[src/rtl/brg_pkg.sv]
package brg_pkg;
  parameter int GEN_COUNT  = 4;
  parameter int CHAN_COUNT = 4;
  parameter int CNT_W      = 12;
  parameter int PRE_W      = 4;
  parameter int REG_W      = 32;

  localparam int SEL_W   = $clog2(GEN_COUNT);
  localparam int ADDR_W  = $clog2(GEN_COUNT + 1);
  localparam int DIV_LSB = 1;
  localparam int PRE_BIT = DIV_LSB + CNT_W;
  localparam int EN_BIT  = PRE_BIT + 1;

  // writable bits of a generator word: divisor field, prescale and enable
  localparam logic [REG_W-1:0] GEN_MASK   = REG_W'((64'd1 << (EN_BIT + 1)) - 64'd2);
  // writable bits of the routing word: one select per channel
  localparam logic [REG_W-1:0] ROUTE_MASK = REG_W'((64'd1 << (SEL_W * CHAN_COUNT)) - 64'd1);

  typedef logic [CNT_W-1:0] divVal_t;
  typedef logic [SEL_W-1:0] genSel_t;

  // strobes from control to datapath
  typedef struct packed {
    logic [GEN_COUNT-1:0] reload;   // configuration word written this cycle
    logic [GEN_COUNT-1:0] run;      // enabled and clock-enable present
    logic [GEN_COUNT-1:0] preOn;    // prescaler selected
    divVal_t              loadDiv;  // divisor field of the incoming write
  } brgStrobes_t;
endpackage

[src/rtl/brg_ctrl.sv]
module brg_ctrl
  import brg_pkg::*;
(
  input  logic              clk,
  input  logic              rstN,
  input  logic              clkEn,
  input  logic              wrEn,
  input  logic [ADDR_W-1:0] wrAddr,
  input  logic [REG_W-1:0]  wrData,
  input  logic [ADDR_W-1:0] rdAddr,
  output logic [REG_W-1:0]  rdData,
  output brgStrobes_t       strobes,
  output divVal_t           divisor [GEN_COUNT],
  output genSel_t           routeSel [CHAN_COUNT]
);
  localparam logic [ADDR_W-1:0] ROUTE_ADDR = ADDR_W'(GEN_COUNT);

  logic [REG_W-1:0]     genReg [GEN_COUNT];
  logic [REG_W-1:0]     routeReg;
  logic [GEN_COUNT-1:0] reloadV;
  logic [GEN_COUNT-1:0] runV;
  logic [GEN_COUNT-1:0] preV;

  for (genvar g = 0; g < GEN_COUNT; g++) begin : genCfg
    always_ff @(posedge clk) begin
      if (!rstN)
        genReg[g] <= '0;
      else if (wrEn && wrAddr == ADDR_W'(g))
        genReg[g] <= wrData & GEN_MASK;
    end

    assign reloadV[g] = wrEn && (wrAddr == ADDR_W'(g));
    assign runV[g]    = clkEn && genReg[g][EN_BIT];
    assign preV[g]    = genReg[g][PRE_BIT];
    assign divisor[g] = genReg[g][DIV_LSB +: CNT_W];


    cfg_capture_chk: assert property (@(posedge clk) disable iff (!rstN)
      $past(wrEn && wrAddr == ADDR_W'(g)) |-> genReg[g] == ($past(wrData) & GEN_MASK));
  end

  always_ff @(posedge clk) begin
    if (!rstN)
      routeReg <= '0;
    else if (wrEn && wrAddr == ROUTE_ADDR)
      routeReg <= wrData & ROUTE_MASK;
  end

  for (genvar c = 0; c < CHAN_COUNT; c++) begin : chanSel
    assign routeSel[c] = routeReg[c*SEL_W +: SEL_W];
  end

  assign strobes = '{reload: reloadV, run: runV, preOn: preV,
                     loadDiv: wrData[DIV_LSB +: CNT_W]};

  always_comb begin
    rdData = '0;
    for (int g = 0; g < GEN_COUNT; g++)
      if (rdAddr == ADDR_W'(g)) rdData = genReg[g];
    if (rdAddr == ROUTE_ADDR) rdData = routeReg;
  end


  route_capture_chk: assert property (@(posedge clk) disable iff (!rstN)
    $past(wrEn && wrAddr == ROUTE_ADDR) |-> routeReg == ($past(wrData) & ROUTE_MASK));
endmodule

[src/rtl/brg_datapath.sv]
module brg_datapath
  import brg_pkg::*;
(
  input  logic                  clk,
  input  logic                  rstN,
  input  brgStrobes_t           strobes,
  input  divVal_t               divisor [GEN_COUNT],
  input  genSel_t               routeSel [CHAN_COUNT],
  output logic [GEN_COUNT-1:0]  genTick,
  output logic [CHAN_COUNT-1:0] chanTick
);
  localparam logic [PRE_W-1:0] PRE_MAX = {PRE_W{1'b1}};

  for (genvar g = 0; g < GEN_COUNT; g++) begin : gen
    logic [CNT_W-1:0] cnt;
    logic [PRE_W-1:0] pre;
    logic             stage;
    logic             tickQ;

    // counter advances on every run cycle, or once per prescaler wrap
    assign stage = strobes.run[g] && (!strobes.preOn[g] || pre == PRE_MAX);

    always_ff @(posedge clk) begin
      if (!rstN) begin
        cnt   <= '0;
        pre   <= '0;
        tickQ <= 1'b0;
      end else if (strobes.reload[g]) begin
        cnt   <= strobes.loadDiv;
        pre   <= '0;
        tickQ <= 1'b0;
      end else begin
        if (strobes.run[g] && strobes.preOn[g])
          pre <= pre + 1'b1;
        if (stage) begin
          if (cnt == '0) begin
            cnt   <= divisor[g];
            tickQ <= 1'b1;
          end else begin
            cnt   <= cnt - 1'b1;
            tickQ <= 1'b0;
          end
        end else begin
          tickQ <= 1'b0;
        end
      end
    end

    assign genTick[g] = tickQ;


    tick_after_run_chk: assert property (@(posedge clk) disable iff (!rstN)
      tickQ |-> $past(strobes.run[g]));

    no_tick_after_load_chk: assert property (@(posedge clk) disable iff (!rstN)
      $past(strobes.reload[g]) |-> !tickQ);

    cnt_in_range_chk: assert property (@(posedge clk) disable iff (!rstN)
      cnt <= divisor[g]);

    pre_idle_chk: assert property (@(posedge clk) disable iff (!rstN)
      !strobes.preOn[g] |-> pre == '0);
  end

  for (genvar c = 0; c < CHAN_COUNT; c++) begin : chan
    assign chanTick[c] = genTick[routeSel[c]];
  end
endmodule

[src/rtl/brg_bank.sv]
module brg_bank
  import brg_pkg::*;
(
  input  logic                  clk,
  input  logic                  rstN,
  input  logic                  clkEn,
  input  logic                  wrEn,
  input  logic [ADDR_W-1:0]     wrAddr,
  input  logic [REG_W-1:0]      wrData,
  input  logic [ADDR_W-1:0]     rdAddr,
  output logic [REG_W-1:0]      rdData,
  output logic [GEN_COUNT-1:0]  genTick,
  output logic [CHAN_COUNT-1:0] chanTick
);
  brgStrobes_t strobes;
  divVal_t     divisor [GEN_COUNT];
  genSel_t     routeSel [CHAN_COUNT];

  brg_ctrl uCtrl (
    .clk(clk), .rstN(rstN), .clkEn(clkEn), .wrEn(wrEn), .wrAddr(wrAddr),
    .wrData(wrData), .rdAddr(rdAddr), .rdData(rdData), .strobes(strobes),
    .divisor(divisor), .routeSel(routeSel)
  );

  brg_datapath uPath (
    .clk(clk), .rstN(rstN), .strobes(strobes), .divisor(divisor),
    .routeSel(routeSel), .genTick(genTick), .chanTick(chanTick)
  );
endmodule

[config.mk]
export PLATFORM = sky130hd
export DESIGN_NAME = brg_bank
export DESIGN_NICKNAME = d
export VERILOG_FILES = /design/src/rtl/brg_pkg.sv /design/src/rtl/brg_ctrl.sv /design/src/rtl/brg_datapath.sv /design/src/rtl/brg_bank.sv
export SDC_FILE = /design/constraint.sdc
export NUM_CORES = 1
export LEC_CHECK = 0
export ABC_AREA = 1
export ABC_CLOCK_PERIOD_IN_PS = 2200
export BUFFER_PORTS_ARGS = -buffer_cell sky130_fd_sc_hd__buf_2
export CAP_MARGIN = 20
export CORE_UTILIZATION = 50
export DETAILED_ROUTE_END_ITERATION = 8
export GPL_TIMING_DRIVEN = 0
export PLACE_DENSITY = 0.68
export SYNTH_ARGS = -nofsm -noshare
export SYNTH_HDL_FRONTEND = slang
export SYNTH_SLANG_ARGS = --single-unit
export TNS_END_PERCENT = 1
[constraint.sdc]
create_clock -name clk -period 2.2 [get_ports clk]
set_clock_uncertainty 0.1 [all_clocks]
set_input_delay 0.11 -clock clk [delete_from_list [all_inputs] [get_ports clk]]
set_output_delay 0.11 -clock clk [all_outputs]
set_load 0.01 [all_outputs]
# [Word-level counts from Yosys, hierarchy flattened]
# Memories as Yosys holds them, arrays and structs flattened.
# Cells that the tools add are included.
[op_classes] add_sub_neg=8 magnitude_cmp=4 n_reduce_logical=43 mux=46 bitwise_logic=9 eq_ne=12
[op_table] op="2-to-1 mux 32 bit" count=5
[op_table] op="2-to-1 mux 12 bit" count=12
[op_table] op="2-to-1 mux 14 bit" count=4
[op_table] op="logical NOT 12 bit" count=4
[op_table] op="subtractor 12 x 1 -> 12 bit (second input constant)" count=4
[op_table] op="2-to-1 mux 1 bit" count=21
[op_table] op="logical AND 1 bit" count=17
[op_table] op="adder 4 x 1 -> 4 bit (second input constant)" count=4
[op_table] op="== test 4 bit (second input constant)" count=4
[op_table] op="== test 3 x 2 -> 1 bit (second input constant)" count=4
[op_table] op="< comparator 2 x 3 -> 1 bit (second input constant)" count=4
[op_table] op="OR reduction 3 bit" count=4
[op_table] op="binary-select mux 1 bit (select 2 bit)" count=4
[op_table] op="nonzero test 2 bit" count=4
[op_table] op="OR reduction 2 bit" count=4
[op_table] op="== test 3 x 1 -> 1 bit (second input constant)" count=2
[op_table] op="== test 3 bit (second input constant)" count=2
[op_table] op="logical NOT 3 bit" count=2
[op_table] op="inverter 1 bit" count=5
[op_table] op="logical NOT 1 bit" count=4
[op_table] op="logical OR 1 bit" count=4
[op_table] op="OR 1 bit" count=4
[totals] mem_count=1 reg_bits=76 ramBits=56 elab_cells=136 output_inout_bits=40 input_bits=42
[mem_list] memory="uCtrl.genReg" words=4 word_bits=14 rd=4 rd_ports_with_merged_regs=0 wr=4 line_no="brg_ctrl.sv:18" rtl="logic [REG_W-1:0] genReg [GEN_COUNT];"

# [Logic depth before layout (Yosys ltp)]
[depth] word_depth=6 ltp_mapped=11 ltp_nobuf=10

# [By module]
# From an unflattened synthesis, not the netlist that was laid out.
[unflattened] cells_unflattened=1283 hier_area_um2=8787.2
[modules_own_cells] module="brg_datapath" seq_area_each_um2=1361.3 cells_per_inst=874 area_each_um2=5200.0 n_inst=1
[modules_own_cells] module="brg_ctrl" seq_area_each_um2=1841.8 cells_per_inst=409 area_each_um2=3587.2 n_inst=1

# [Least setup slack after synthesis]
# No wires, ideal clock.
[synth_path] kind="register to register" startpoint="reg uPath.gen[0].cnt[0]" endpoint="reg uPath.gen[0].cnt[2]" path_stages_with_launch=10 setup_ns=0.132 arrival_ns=1.245 period_less_slack_ns=1.477 required_time_ns=1.968 path_slack_ns=0.723 n_path_buf=0 path_cell_list="dfxtp_1 > inv_1 > ha_1 > nand3_1 > nor2_2 > nand2_4 > inv_1 > nand2_1 > nand3_1 > a21oi_1"
[synth_between] elab_chain_len=4 word_cells_on_any_way=5 classes_between="add/sub (1); mux (3); reduce/logical (1)"
[synth_lines] element="start: declaration" line_no="brg_datapath.sv:15" rtl="logic [CNT_W-1:0] cnt;"
[synth_lines] element="start signal: assignment" line_no="brg_datapath.sv:29" rtl="cnt <= strobes.loadDiv;"
[synth_lines] element="start signal: assignment" line_no="brg_datapath.sv:37" rtl="cnt <= divisor[g];"
[synth_lines] element="start signal: assignment" line_no="brg_datapath.sv:40" rtl="cnt <= cnt - 1'b1;"
[synth_lines] element="subtractor 12 x 1 -> 12 bit or logical NOT 12 bit (tied branches)" line_no="brg_datapath.sv:40, brg_datapath.sv:36"
[synth_lines] element="2-to-1 mux 12 bit (*)" line_no="brg_datapath.sv:36" rtl="if (cnt == '0) begin"
[synth_lines] element="2-to-1 mux 12 bit (*)" line_no="brg_datapath.sv:35" rtl="if (stage) begin"
[synth_lines] element="2-to-1 mux 12 bit (*)" line_no="brg_datapath.sv:28" rtl="end else if (strobes.reload[g]) begin"
# Mark *: on every way between the ends. The rest lies on a longest branch, timed or not. The select of a mux whose other input is x is not followed.
# A chain may end at the register's enable or synchronous reset.

# [Worst setup path after layout]
[layout_path] startpoint="reg uPath.gen[0].cnt[0]" endpoint="reg uPath.gen[0].tickQ"
[layout_between] elab_chain_len=2
[layout_lines] element="logical NOT 12 bit" line_no="brg_datapath.sv:36"
[layout_lines] element="2-to-1 mux 1 bit" line_no="brg_datapath.sv:36"
[layout_lines] element="end signal: assignment" line_no="brg_datapath.sv:38" rtl="tickQ <= 1'b1;"
[layout_lines] element="end signal: assignment" line_no="brg_datapath.sv:41" rtl="tickQ <= 1'b0;"
[layout_lines] element="end signal: assignment" line_no="brg_datapath.sv:44" rtl="tickQ <= 1'b0;"
[layout_lines] element="end: declaration" line_no="brg_datapath.sv:18" rtl="logic tickQ;"
# No other way between the ends.

==> flow_summary.ini <==
[clock_network]
path_clk_slew_ns = 0.06
hold_buffers = 4
clock-root-buffer = clkbuf_16
cts_buffers = 17
cts.repair.resized = 0
post_cts_buffers = 0
cts.sinks = 132
cts_tree = done
h-tree-depth = 4
clock_path_buffers = 2
clock_latency_ns = 0.43

[status]
status = completed

[synth]
yosys_warnings = 0
ys_seq_elements = 132
syn_area_um2 = 8060
yosysUniqueCellTypes = 41
yosysSeqAreaShare = 0.397
syn_avg_cell_area_um2 = 7.03
syn_inst = 1147

[sta]
tightest_slew_ns = 0.826
max_freq_ghz = 0.510
setup_viol = 0
setup_tns_ns = 0
finalHoldViolations = 0
finalMaxSlewViolations = 0
max-slew-margin-rel = 0.448
fin_ws_ns = 0.241
min_period_over_period = 0.891
period_needed_ns = 1.96
grt_setup_unrepaired = no

[critical_path]
critPathLaunchType = flop
critPathMaxFanout = 10
critPathArrivalTime_ns = 2.12
worstPathRequired_ns = 2.36
slowest_delay_ns = 0.51
crit_path_cell_trace = inv_1 -> ha_1 -> nand3_1 -> nor2_2 -> nand2_4 -> buf_6 -> nor4_1
critical_path_class = reg2reg
setup.worst_path.end_class = flop
slowest_stage = nor4_1

[finish]
antenna_cells = 0
syn2layout_area_growth_pct = 14.5
fin_nets = 1286
mostFrequentLayoutCells = nand2_1, inv_1, nor2_1
fin_util = 0.583
final_common_cell = nand2_1
final_cells = 1461
drive_gt1_frac = 0.142

[route]
drc = 0
vias = 7684
post_drt_wl_per_cell_um = 16.4
drtIter0Drc = 793
routed_wl_um = 23900
via_per_inst = 5.26
first_pass_iters = 7
drt.antenna.violating_nets = 0

[floorplanning]
initial_core_util = 0.509
dieArea_um2 = 16600
ios = 82
core-area_um2 = 15800
rows = 46
die_y_um = 129
die_w_um = 129

[pwr]
ir_worst_vdd_v = 0.000581
p_leak_uw = 0.00427
power_density_nw_per_um2 = 832

[grt]
grt_first_pass_wirelength_um = 36500
grt_start_max_net_pins = 19
grt_overflow_total = 0
antenna_found_initial = 0
grt_pass1_vias = 6811
grt_usage = 0.298

[placed_design]
pre_cts_ws_ns = 0.237
placed_cells = 1425
place_hpwl_um = 17400
io_buffers = 46
place.gp.congestion = 0.904

[run]
drv_cap = 0

[hold_path]
min_path_type = in2reg
report_power, final:
| group | switching (µW) | total, µW | internal (µW) |
|---|---|---|---|
| sequential | 117 | 2840 | 2720 |
| clock | 1160 | 2760 | 1600 |
| combinational | 1380 | 2080 | 702 |
worst max-delay path: cells and delay by family, from the launching register on:
family | cells | cell delay (ns)
flip-flops | 1 | 0.32
AND/OR/NAND/NOR | 4 | 0.91
buffers and inverters | 2 | 0.28
adder cells (fa/ha/maj) | 1 | 0.18
stage by stage:
stage	total power [µW]	instance area, µm²	hold WS (ns)
2_1_floorplan	4410	8120	0.138
3_3_place_gp	4890	8620	0.260
3_5_place_dp	4920	8620	0.260
4_1_cts	7650	9230	0.00263
5_1_grt	8060	9230	0.0198
6_report	7680	9230	0.0119
final timing paths:
kind / start / end / slack (ns) / cells past startpoint
setup / recovery: uPath.gen[0].cnt[0]$_SDFFE_PN0P_ / uPath.gen[0].tickQ$_SDFF_PP0_ / 0.24 / 7
hold / removal: wrData[9] / uPath.gen[0].cnt[8]$_SDFFE_PN0P_ / 0.01 / 5
setup reg to reg: uPath.gen[0].cnt[0]$_SDFFE_PN0P_ / uPath.gen[0].tickQ$_SDFF_PP0_ / 0.24 / 7
hold reg to reg: uPath.gen[3].pre[1]$_SDFFE_PP0P_ / uPath.gen[3].pre[1]$_SDFFE_PP0P_ / 0.38 / 2
cells in the mapped netlist (all sizes together):
| cell | count | area, µm² |
|---|---|---|
| clkbuf | 8 | 30.0 |
| o21a | 3 | 22.5 |
| inv | 214 | 806 |
| ha | 12 | 150 |
| and3 | 1 | 6.26 |
| nand2 | 257 | 1010 |
| nand3 | 118 | 626 |
| buf | 41 | 300 |
| nor4 | 4 | 25.0 |
| o211ai | 7 | 52.6 |
| or2 | 6 | 37.5 |
| nand4 | 5 | 31.3 |
| xnor2 | 3 | 26.3 |
| a21oi | 86 | 434 |
| nor2 | 136 | 609 |
| o22ai | 11 | 68.8 |
| nor3 | 3 | 31.3 |
| o21ai | 69 | 345 |
| clkinv | 2 | 7.51 |
| o221ai | 5 | 43.8 |
| conb | 1 | 3.75 |
| xor2 | 6 | 52.6 |
| nand3b | 12 | 93.8 |
| dfxtp | 76 | 1520 |
| a32oi | 5 | 43.8 |
| edfxtp | 56 | 1680 |
sequential cells by signal, summed over array words and instances (netlist names):
name             cells
uPath.gen.tickQ      4
uPath.gen.pre       16
uCtrl.genReg        56
uCtrl.routeReg       8
uPath.gen.cnt       48
kinds of logic after synthesis:
| group | share of synthesized area |
|---|---|
| AOI/OAI and AO/OA | 0.125 |
| xor gates and xnor gates | 0.00978 |
| adders and majority gates | 0.0186 |
| buffers and inverters | 0.142 |
| DFF | 0.397 |
| other | 0.000465 |
| and+or+nand+nor | 0.307 |
area by class of cell:
type	instances	area, µm²
buffer	49	330
tap	216	270
inverter	216	813
fill	1540	6600
clock inverter	10	70.1
multi-input combinational	766	3780
timing repair buffer	50	270
clock buffer	22	495
sequential	132	3200
routing by layer:
metal | up-vias | GRT usage | share of wire
met5 | - | 0 | 0
met1 | 3537 | 0.414 | 0.45
met4 | 0 | 0.0969 | 0.020
met3 | 33 | 0.0728 | 0.092
met2 | 304 | 0.456 | 0.44
li1 | 3810 | - | -
Power figures use the tool's default switching activity.
